==> src/rtl/bfifo_pkg.sv <==
// Package: shared defaults for the bubble-through FIFO.
// Assumes: nothing; holds only constants used by every module.
package bfifo_pkg;
    localparam int unsigned DEF_DEPTH = 64;
    localparam int unsigned DEF_WIDTH = 4;
endpackage

==> src/rtl/bfifo_strobe.sv <==
// Module: turns a level strobe into one transfer per high phase.
// Assumes: strobe is synchronous to clk; ready is a registered flag.
// The strobe is armed out of reset, so a strobe already high at reset
// release counts as one pulse (needed when instances are chained).
module bfifo_strobe (
    input  logic clk,
    input  logic rst_n,
    input  logic strobe,
    input  logic ready,
    output logic fire
);
    logic armed_q;

    assign fire = strobe & armed_q & ready;

    // Arm on a low sample, disarm on the transfer it allows.
    always_ff @(posedge clk) begin
        if (!rst_n)       armed_q <= 1'b1;
        else if (fire)    armed_q <= 1'b0;
        else if (!strobe) armed_q <= 1'b1;
    end

    AST_ONE_PER_HIGH: assert property (@(posedge clk) disable iff (!rst_n)
        fire |=> !fire);
endmodule

==> src/rtl/bfifo_cell.sv <==
// Module: one storage position with its occupancy bit.
// Assumes: fill is only raised while the position is empty; drain only
// while it is full (the chain guarantees both).
module bfifo_cell #(
    parameter int unsigned WIDTH = bfifo_pkg::DEF_WIDTH
) (
    input  logic             clk,
    input  logic             rst_n,
    input  logic             fill,
    input  logic             drain,
    input  logic [WIDTH-1:0] d_in,
    output logic             full,
    output logic [WIDTH-1:0] d_out
);
    logic             full_q;
    logic [WIDTH-1:0] data_q;

    assign full  = full_q;
    assign d_out = data_q;

    // Occupancy: set when a word arrives, cleared when it leaves.
    always_ff @(posedge clk) begin
        if (!rst_n) full_q <= 1'b0;
        else        full_q <= (full_q & ~drain) | fill;
    end

    // Data: loaded only on arrival, otherwise kept.
    always_ff @(posedge clk) begin
        if (!rst_n)    data_q <= '0;
        else if (fill) data_q <= d_in;
    end

    AST_NO_CLOBBER: assert property (@(posedge clk) disable iff (!rst_n)
        fill |-> !full_q);
    AST_WORD_KEPT: assert property (@(posedge clk) disable iff (!rst_n)
        (full_q && !drain) |=> (full_q && $stable(data_q)));
endmodule

==> src/rtl/bfifo_chain.sv <==
// Module: the chain of DEPTH positions; a word steps forward whenever the
// position ahead is empty, so free slots travel back toward the head.
// Assumes: wr only while the head is empty, rd only while the tail is full.
module bfifo_chain #(
    parameter int unsigned DEPTH = bfifo_pkg::DEF_DEPTH,
    parameter int unsigned WIDTH = bfifo_pkg::DEF_WIDTH
) (
    input  logic             clk,
    input  logic             rst_n,
    input  logic             wr,
    input  logic [WIDTH-1:0] wr_data,
    input  logic             rd,
    output logic             head_full,
    output logic             tail_full,
    output logic [WIDTH-1:0] tail_data
);
    localparam int unsigned LAST = DEPTH - 1;

    logic [DEPTH-1:0] occ;
    logic [DEPTH-1:0] fill;
    logic [DEPTH-1:0] drain;
    logic [WIDTH-1:0] dat [DEPTH];

    genvar k;
    generate
        for (k = 0; k < DEPTH; k++) begin : g_pos
            // Arrival: external write at the head, else a step from behind.
            if (k == 0) begin : g_head
                assign fill[k] = wr;
            end else begin : g_body
                assign fill[k] = occ[k-1] & ~occ[k];
            end
            // Departure: external read at the tail, else a step forward.
            if (k == LAST) begin : g_tail
                assign drain[k] = rd;
            end else begin : g_mid
                assign drain[k] = occ[k] & ~occ[k+1];
            end

            if (k == 0) begin : g_cell0
                bfifo_cell #(.WIDTH(WIDTH)) i_cell (
                    .clk(clk), .rst_n(rst_n), .fill(fill[k]), .drain(drain[k]),
                    .d_in(wr_data), .full(occ[k]), .d_out(dat[k])
                );
            end else begin : g_celln
                bfifo_cell #(.WIDTH(WIDTH)) i_cell (
                    .clk(clk), .rst_n(rst_n), .fill(fill[k]), .drain(drain[k]),
                    .d_in(dat[k-1]), .full(occ[k]), .d_out(dat[k])
                );
            end
        end
    endgenerate

    assign head_full = occ[0];
    assign tail_full = occ[LAST];
    assign tail_data = dat[LAST];

    AST_COUNT_STEP: assert property (@(posedge clk) disable iff (!rst_n)
        (!wr && !rd) |=> ($countones(occ) == $countones($past(occ))));
endmodule

==> src/rtl/bubble_fifo.sv <==
// Module: top of the bubble-through FIFO with level handshakes.
// Assumes: all strobes synchronous to clk; flags are registered so that
// instances can be wired flag-to-strobe without combinational loops.
module bubble_fifo #(
    parameter int unsigned DEPTH = bfifo_pkg::DEF_DEPTH,
    parameter int unsigned WIDTH = bfifo_pkg::DEF_WIDTH
) (
    input  logic             clk,
    input  logic             rst_n,
    input  logic             shift_in,
    input  logic [WIDTH-1:0] din,
    output logic             din_ready,
    input  logic             shift_out,
    output logic             dout_ready,
    input  logic             out_en,
    output logic [WIDTH-1:0] dout,
    output logic             dout_oe
);
    logic wr;
    logic rd;
    logic head_full;
    logic tail_full;

    bfifo_strobe i_wr_strobe (
        .clk(clk), .rst_n(rst_n), .strobe(shift_in), .ready(din_ready), .fire(wr)
    );

    bfifo_strobe i_rd_strobe (
        .clk(clk), .rst_n(rst_n), .strobe(shift_out), .ready(dout_ready), .fire(rd)
    );

    bfifo_chain #(.DEPTH(DEPTH), .WIDTH(WIDTH)) i_chain (
        .clk(clk), .rst_n(rst_n), .wr(wr), .wr_data(din), .rd(rd),
        .head_full(head_full), .tail_full(tail_full), .tail_data(dout)
    );

    assign din_ready  = ~head_full;
    assign dout_ready = tail_full;
    assign dout_oe    = out_en;

    AST_DIR_DROPS: assert property (@(posedge clk) disable iff (!rst_n)
        wr |=> !din_ready);
    AST_DOR_STEADY: assert property (@(posedge clk) disable iff (!rst_n)
        (dout_ready && !rd) |=> (dout_ready && $stable(dout)));
    AST_DOR_GAP: assert property (@(posedge clk) disable iff (!rst_n)
        rd |=> !dout_ready);
endmodule

==> config.mk <==
export PLATFORM = sky130hd
export DESIGN_NAME = bubble_fifo
export DESIGN_NICKNAME = d
export VERILOG_FILES = /design/src/rtl/bfifo_pkg.sv /design/src/rtl/bfifo_strobe.sv /design/src/rtl/bfifo_cell.sv /design/src/rtl/bfifo_chain.sv /design/src/rtl/bubble_fifo.sv
export SDC_FILE = /design/constraint.sdc
export NUM_CORES = 1
export LEC_CHECK = 0
export BUFFER_PORTS_ARGS = -buffer_cell sky130_fd_sc_hd__buf_2
export CORE_ASPECT_RATIO = 1.5
export CORE_UTILIZATION = 53
export CTS_BUF_LIST = sky130_fd_sc_hd__clkbuf_8 sky130_fd_sc_hd__clkbuf_16
export DETAILED_ROUTE_END_ITERATION = 6
export GPL_ROUTABILITY_DRIVEN = 0
export PLACE_DENSITY = 0.71
export REMOVE_ABC_BUFFERS = 1
export SYNTH_ARGS = -nofsm -noshare
export SYNTH_HDL_FRONTEND = slang
export SYNTH_HIERARCHICAL = 1
export SYNTH_SLANG_ARGS = --single-unit
==> constraint.sdc <==
create_clock -name clk -period 1.2 [get_ports clk]
set_input_delay 0.12 -clock clk [delete_from_list [all_inputs] [get_ports clk]]
set_output_delay 0.12 -clock clk [all_outputs]
set_load 0.005 [all_outputs]
-- Word level (Yosys, flattened, before mapping)
Cells that the tools add are included.
- bits in registers: 322
- latch bits: 0
- RAM bits: 0
- memory bits (read-only): 0
- logic and storage cells: 459
- memories kept: 0
- $add $sub $neg: 0
- $mul: 0
- divide/modulo/power cells: 0
- $lt $le $gt $ge: 0
- equality and inequality tests: 2
- shifts and indexed selects: 0
- muxes and demuxes: 4
- bitwise operators: 323
- reductions and logical operators: 0
- operator list (operator ; number):
    1-bit bitwise AND ; 131
    1-bit NOT ; 128
    1-bit OR ; 64
    1-bit 2-to-1 mux ; 4
    2-bit by 1-bit != test with 1-bit output (second input constant) ; 2

-- Depth between registers and ports, before layout
Gate-level depths: netlist (run 1).
- word-level depth: 5
- gate-level depth with buffers: 5
- mapped depth without buffers: 4

-- Hierarchy
The synthesis (run 1) kept the hierarchy.
- by module, submodules not included (module ; instances ; cells each ; area an instance (sq um) ; sequential area each (sq um)):
    bfifo_cell ; 64 ; 16 ; 190.2 ; 100.1
    bfifo_chain ; 1 ; 63 ; 549.3 ; 0.0
    bfifo_strobe ; 2 ; 4 ; 42.5 ; 20.0
    bubble_fifo ; 1 ; 2 ; 11.3 ; 0.0

-- Worst setup path after synthesis (run 1)
No wires, ideal clock.
- path kind: reg-to-reg
- start point: register i_chain.g_pos[0].g_cell0.i_cell.full_q
- end point: register i_chain.g_pos[0].g_cell0.i_cell.data_q[0]
- data arrival time: 888 ps
- data required time: 1084 ps
- slack: 196 ps
- stages on the path, launching flop included: 6
- path buffers: 1
- period minus slack after synthesis: 1004 ps
- cells stage by stage: dfxtp_1 > inv_1 > and3_1 > buf_6 > mux2i_1 > nor2b_1
- word-level cells in the longest chain between the ends: 2
- RTL lines (element ; RTL line ; source):
    start, declared ; bfifo_cell.sv:15 ; logic full_q;
    start signal, assigned ; bfifo_cell.sv:24 ; else full_q <= (full_q & ~drain) | fill;
    1-bit NOT ; bubble_fifo.sv:37 ; assign din_ready = ~head_full;
    net din_ready ; bubble_fifo.sv:12 ; output logic din_ready,
    1-bit bitwise AND ; bfifo_strobe.sv:14 ; assign fire = strobe & armed_q & ready;
    net wr ; bubble_fifo.sv:19 ; logic wr;
    end signal, assigned ; bfifo_cell.sv:30 ; else if (fill) data_q <= d_in;
    end, declared ; bfifo_cell.sv:16 ; logic [WIDTH-1:0] data_q;
The timed path passes the listed nets, and every way through them passes these cells.
A chain may end at the register's enable or synchronous reset.

-- Final worst setup path (run 1)
- start point: register i_chain.g_pos[0].g_cell0.i_cell.full_q
- end point: output port din_ready
- word-level cells in the longest chain between the ends: 1
- RTL lines (element ; RTL line):
    1-bit NOT ; bubble_fifo.sv:37
    end, declared ; bubble_fifo.sv:12
No other way between the ends.

==> results of run 1 <==
[routing by layer]
layer,vias up,share of wire
met5,-,0
met2,45,0.51
met3,27,0.024
met1,3195,0.45
met4,0,0.021
li1,3611,-
[report_power, final]
group | total [mW] | leakage [nW] | switching, mW | internal (mW)
sequential | 10.9 | 2.60 | 0.0619 | 10.8
clock | 10.1 | 0.541 | 3.95 | 6.15
combinational | 0.936 | 1.56 | 0.429 | 0.507
total | 21.9 | 4.70 | 4.44 | 17.5
[path summary, 6_finish.rpt]
| check | endpoint |
|---|---|
| max reg2reg | i_chain/g_pos[0].g_cell0.i_cell/d_out[2] |
| min reg2reg | i_rd_strobe/armed_q |
| max | din_ready |
| min | dout_oe |
[Yosys cell counts]
| master | count | share of area |
|---|---|---|
| dfxtp_1 | 322 | 0.50 |
| nor2b_1 | 321 | 0.16 |
| and2b_2 | 62 | 0.042 |
| inv_1 | 3 | 0.00088 |
| o21a_1 | 64 | 0.037 |
| mux2i_1 | 256 | 0.20 |
| and3_1 | 2 | 0.00098 |
| buf_6 | 64 | 0.056 |
| buf_4 | 1 | 0.00059 |
| o211ai_2 | 2 | 0.0020 |
[flip-flops by register name, indices dropped and copies added, names as in the netlist]
register and flops:
i_chain/g_pos.g_celln.i_cell/d_out 252, i_wr_strobe/armed_q 1, i_rd_strobe/armed_q 1, i_chain/g_pos.g_cell0.i_cell/full 1, i_chain/g_pos.g_cell0.i_cell/d_out 4, i_chain/g_pos.g_celln.i_cell/full 63
[cell type report]
type                            instances  area (um^2)
Timing Repair Buffer                   30        279.0
Clock inverter                         19        230.2
Clock buffer                           37        858.3
Inverter                                3        11.26
Fill cell                            1992         9883
Sequential cell                       322         6449
Multi-Input combinational cell        707         5632
Tap cell                              319        399.1
[cell families (layout without fill, tap and decap cells)]
| kind of cell | Yosys count | count (layout) | share of synthesized area |
|---|---|---|---|
| AO/OA/AOI/OAI | 66 | 66 | 0.03944 |
| buffers and inverters | 68 | 89 | 0.05769 |
| AND/OR/NAND/NOR | 385 | 385 | 0.2000 |
| flip-flops | 322 | 322 | 0.5029 |
| multiplexers | 256 | 256 | 0.1999 |
[repair_timing]
action / CTS / global route
hold buffers: 7 / 0
setup endpoints to repair: 2 / 0
endpoints found under the hold margin: 37 / 0
gates resized for setup: 3 / 0
==> results by group, run 1 <==
Outcome
  • Status: completed

Clock network
  • CTS Buffer Depth: 3
  • Root Driver: clkbuf_16
  • CTS sink cnt: ~320
  • Skew-Pair Late Insertion Delay: between 500 and 600 ps
  • Clk slew on worst S/H paths: about 60 ps
  • Post-CTS setup buffer count: 0
  • Clock tree from TritonCTS: done
  • Num CTS Buffers: 30
  • H-tree levels: 1

Global route
  • GR Layer Usage met1: 0.1661
  • Met2 usage: 0.2723
  • Largest net degree at the start of global routing: 58
  • Grt ovf: 0
  • M3 GR Usage: 0.02052
  • Vias in the first global route: between 6000 and 7000
  • GRT busiest layer: met2
  • Global-route wire length before repair: 30180 um
  • Initial antenna violation count: 0
  • Overall Global Routing Usage: 0.1447

Detailed routing
  • DRT Wirelength: around 17000 um
  • Via count: about 6900
  • Via density: 4.786
  • 1st-pass router iterations: 4
  • Post-route antenna net violation count: 0
  • DR DRC count: 0
  • Iter 0 DRT Violations: between 200 and 250
  • DR WL/cell: 12.08 um

Die
  • I/O pins: 16
  • DIE HEIGHT: about 190 um
  • Core area: 23740 um^2
  • Starting density of the core: 0.5399
  • Die area: between 20000 and 25000 um^2
  • Row cnt: about 70
  • Die Wd: 129.0 um

Min path
  • Hold path depth: 0
  • Hold Crit Start: out_en
  • Hold Crit Class: input port to primary output

Run
  • Maxcap violations: 0

Critical path
  • Critical Path Stages: 2
  • Nature of the critical path startpoint: flip-flop
  • Reg2Reg Depth: 4
  • Critical Path Slowest Stage Cell: dfxtp_2
  • Critical Path AT: 1040 ps
  • CP max stage delay: 340 ps
  • Worst path cell trace: inv_2 > buf_2
  • Worst path required time: roughly 1100 ps
  • Critical path origin: i_chain/g_pos[0].g_cell0.i_cell/full
  • Crit Path Max Fanout: 3
  • CP top delay family: flip-flops
  • Buf+Inv Stages, Crit Path: 2
  • Endpoint class of the critical path: primary output
  • Setup CP Type: flip-flop to primary output
  • R2R Path Start: i_chain/g_pos[0].g_cell0.i_cell/full
  • FF-to-FF setup slack: roughly 90 ps

Synthesis
  • Synth Instances: between 1000 and 1500
  • Synthesized area per cell: 11.68 um^2
  • Seq/Total Area, Yosys: 0.5029
  • YS warnings: 6
  • Netlist cell types: 10
  • Register bit total from synthesis: 322
  • Post-synth design cell area: between 10000 and 15000 um^2

Final layout
  • Ant. Diodes: 0
  • Final net count: about 1100
  • Layout cells sized above 1: 0.1297
  • Post-route insts no fill: about 1400
  • Area Growth Syn to Fin: 8.122%
  • Most common cell after layout, fill and taps aside: nor2b_1
  • Commonest cells after routing, fill and taps aside: 321 x nor2b_1, 320 x dfxtp_1, 256 x mux2i_1
  • Final core occ: 0.5837
  • Post-route cell area: around 14000 um^2

Power
  • Max rail drop VDD: between 1 and 1.5 mV
  • PD cells: 1580 nW/um^2
  • Pwr Total: 21.89 mW
  • Leak Pwr: approximately 4.7 nW

Timing
  • Final Critical Period: 1156 ps
  • WHS: between 200 and 250 ps
  • Worst setup slack after layout: approximately 44 ps
  • Slew Viols, Final: 0
  • Tcrit/Tclk final: 0.9630
  • RSZ-0062 raised after global routing: no
  • Fmax achieved: just under 0.9 GHz
  • Slew headroom: 0.7891
  • Setup violators final: 0
  • Slew @ Worst Pin: 316.3 ps
  • Final Hold Vio Count: 0
  • Worst Skew: a little under 9 ps
  • Final TNS setup: 0 ps

Place
  • Placed Cells: 1374
  • Place WS: 83.40 ps
  • HPWL after DPL: between 10000 and 15000 um
  • DP Area: around 13000 um^2
  • Buffers added on ports: 13
Power figures use the tool's default switching activity.
==> inputs of run 2 (changes only) <==
--- a/config.mk
+++ b/config.mk
@@ -6,12 +6,11 @@
 export NUM_CORES = 1
 export LEC_CHECK = 0
 export BUFFER_PORTS_ARGS = -buffer_cell sky130_fd_sc_hd__buf_2
-export CORE_ASPECT_RATIO = 1.5
 export CORE_UTILIZATION = 53
 export CTS_BUF_LIST = sky130_fd_sc_hd__clkbuf_8 sky130_fd_sc_hd__clkbuf_16
 export DETAILED_ROUTE_END_ITERATION = 6
 export GPL_ROUTABILITY_DRIVEN = 0
-export PLACE_DENSITY = 0.71
+export PLACE_DENSITY = 0.75
 export REMOVE_ABC_BUFFERS = 1
 export SYNTH_ARGS = -nofsm -noshare
 export SYNTH_HDL_FRONTEND = slang
==> run 2 against run 1 <==
  * Sequential share of layout area increased by 0.10 points
  * Critical path depth unchanged
  * Die area hardly changed
  * Critical endpoint unchanged
  * Largest cell class unchanged
  * Design area shrank 0.22%
  * Highest routed layer unchanged
  * Critical path type unchanged
  * Sequential power hardly changed
  * Via count shrank 0.77%
  * Largest power group unchanged
  * Global-route usage down 0.32 points
  * Final cell count about the same
==> results by group, run 2 (same netlist as run 1, synthesis figures left out) <==
Outcome
  • Status: completed (unchanged)

Final layout
  • Most common cell after layout, fill and taps aside: nor2b_1 (unchanged)
  • Layout cells sized above 1: 0.1244 (was 0.1297)
  • Final core occ: 0.5856 (was 0.5837)
  • Commonest cells after routing, fill and taps aside: 321 x nor2b_1, 320 x dfxtp_1, 256 x mux2i_1 (unchanged)
  • Area Growth Syn to Fin: 7.888% (was 8.122%)
  • Final net count: 1104 (was 1103)
  • Post-route cell area: 13830 um^2 (was 13860 um^2)
  • Max reg flops: 252 (unchanged)
  • Ant. Diodes: 0 (unchanged)

Die
  • Die Wd: 157.5 um (was 129.0 um)
  • Core area: 23610 um^2 (was 23740 um^2)
  • Starting density of the core: 0.5428 (was 0.5399)
  • Die area: 24810 um^2 (was 24820 um^2)
  • I/O pins: 16 (unchanged)
  • Row cnt: 56 (was 69)
  • DIE HEIGHT: 157.5 um (was 192.5 um)

Detailed routing
  • Via count: 6825 (was 6878)
  • DR DRC count: 0 (unchanged)
  • DRT Wirelength: 16990 um (was 17360 um)
  • Via density: 4.753 (was 4.786)
  • Post-route antenna net violation count: 0 (unchanged)
  • DR WL/cell: 11.83 um (was 12.08 um)
  • 1st-pass router iterations: 4 (unchanged)
  • Iter 0 DRT Violations: 283 (was 222)

Place
  • HPWL after DPL: 10770 um (was 11450 um)
  • Buffers added on ports: 13 (unchanged)
  • DP Area: 12650 um^2 (was 12700 um^2)

Critical path
  • Worst path required time: 1080 ps (about the same)
  • Setup CP Type: flip-flop to primary output (unchanged)
  • Critical Path AT: 1030 ps (was 1040 ps)
  • Nature of the critical path startpoint: flip-flop (unchanged)
  • Buf+Inv Stages, Crit Path: 2 (unchanged)
  • Endpoint class of the critical path: primary output (unchanged)
  • Critical Path Stages: 2 (unchanged)
  • CP top delay family: flip-flops (unchanged)
  • Critical Path Slowest Stage Cell: dfxtp_2 (unchanged)
  • Worst path cell trace: inv_1 > buf_2 (was inv_2 > buf_2)
  • Crit Path Max Fanout: 3 (unchanged)
  • CP max stage delay: 320 ps (was 340 ps)
  • Reg2Reg Depth: 4 (unchanged)

Power
  • Flop pwr share: 0.496 (about the same)
  • Max rail drop VDD: 1.076 mV (was 1.270 mV)
  • Clock Power Share: 0.462 (was 0.461)
  • Leak Pwr: 4.705 nW (was 4.701 nW)
  • Int Pwr: 17.40 mW (was 17.45 mW)
  • PD cells: 1584 nW/um^2 (was 1580 nW/um^2)
  • Sw Share: 0.2058 (was 0.2028)
  • Comb power frac: 0.042 (was 0.043)
  • NetSw: 4.509 mW (was 4.439 mW)

Min path
  • Hold Crit Class: input port to primary output (unchanged)
  • Hold path depth: 0 (unchanged)

Timing
  • Final TNS setup: 0 ps (unchanged)
  • Fmax achieved: 0.8670 GHz (was 0.8654 GHz)
  • Tcrit/Tclk final: 0.9611 (was 0.9630)
  • Slew headroom: 0.7692 (was 0.7891)
  • Slew @ Worst Pin: 346.3 ps (was 316.3 ps)
  • Final Hold Vio Count: 0 (unchanged)
  • Worst Skew: 19.21 ps (was 8.778 ps)
  • Setup violators final: 0 (unchanged)
  • Final Critical Period: 1153 ps (was 1156 ps)
  • Slew Viols, Final: 0 (unchanged)
  • RSZ-0062 raised after global routing: no (unchanged)

Global route
  • Grt ovf: 0 (unchanged)
  • Global-route wire length before repair: 29880 um (was 30180 um)
  • Vias in the first global route: 6488 (was 6595)
  • Initial antenna violation count: 0 (unchanged)
  • Largest net degree at the start of global routing: 103 (was 58)
  • Overall Global Routing Usage: 0.1415 (was 0.1447)

Clock network
  • Clk slew on worst S/H paths: 50 ps (was 60 ps)
  • Num CTS Buffers: 34 (was 30)
  • Root Driver: clkbuf_16 (unchanged)
  • Skew-Pair Late Insertion Delay: 500 ps (was 540 ps)
  • Clock tree from TritonCTS: done (unchanged)
  • H-tree levels: 2 (was 1)
  • CTS Buffer Depth: 3 (unchanged)
  • CTS sink cnt: 322 (unchanged)

Run
  • Maxcap violations: 0 (unchanged)
[run 2: final cells by class]
type                    count  area (um^2)
multi-input cells         707         5633
clock inverters            16        143.9
clock buffers              42        960.9
fillers                  1943         9784
inverters                   3        11.26
well taps                 319        399.1
flip-flops and latches    322         6449
repair buffers             27        231.5
[run 2: repair_timing]
action                                  CTS  global route
resized for setup                         0             3
buffers inserted                          0             0
endpoints found under the setup margin    0             3
endpoints found under the hold margin    10             0
hold buffers                              7             0
[run 2: final timing paths]
check	startpoint	end	slack (ps)
max	i_chain/g_pos[0].g_cell0.i_cell/full	din_ready	50
min reg2reg	i_rd_strobe/armed_q	i_rd_strobe/armed_q	490
min	out_en	dout_oe	240
max reg2reg	i_chain/g_pos[0].g_cell0.i_cell/full	i_chain/g_pos[0].g_cell0.i_cell/d_out[0]	150
[run 2: stage by stage]
| stage | worst slack (ps) | power (mW) | hold slack, ps | cells |
|---|---|---|---|---|
| 6_report | 46.63 | 21.91 | 240.0 | 1436 |
| 3_3_place_gp | 118.7 | 11.99 | 240.0 | 1371 |
| 3_5_place_dp | 85.68 | 12.00 | 240.0 | 1371 |
| 4_1_cts | 7.220 | 22.22 | 240.0 | 1436 |
| 2_1_floorplan | 97.15 | 11.74 | 184.6 | 1032 |
| 5_1_grt | 0.8419 | 22.71 | 240.0 | 1436 |
[run 2: metal layers]
layer / wire [um] / GRT usage
met1: 8815 / 0.1877
met2: 7372 / 0.2282
met3: 442 / 0.03111
met4: 357 / 0.04577
met5: 0 / 0
[run 2: power by group through the flow]
stage	Clock [mW]	Combinational (mW)	Sequential [mW]
floorplan	0	0.664	11.1
global placement	0	0.892	11.1
detailed placement	0	0.901	11.1
CTS	10.4	0.921	10.9
global route	10.8	0.986	10.9
finish	10.1	0.911	10.9
[run 2: worst reg2reg max path: stages, from the launching register on]
cell	delay [ps]
dfxtp_2	320
inv_1	90
and3_2	280
mux2i_1	200
nor2b_1	60
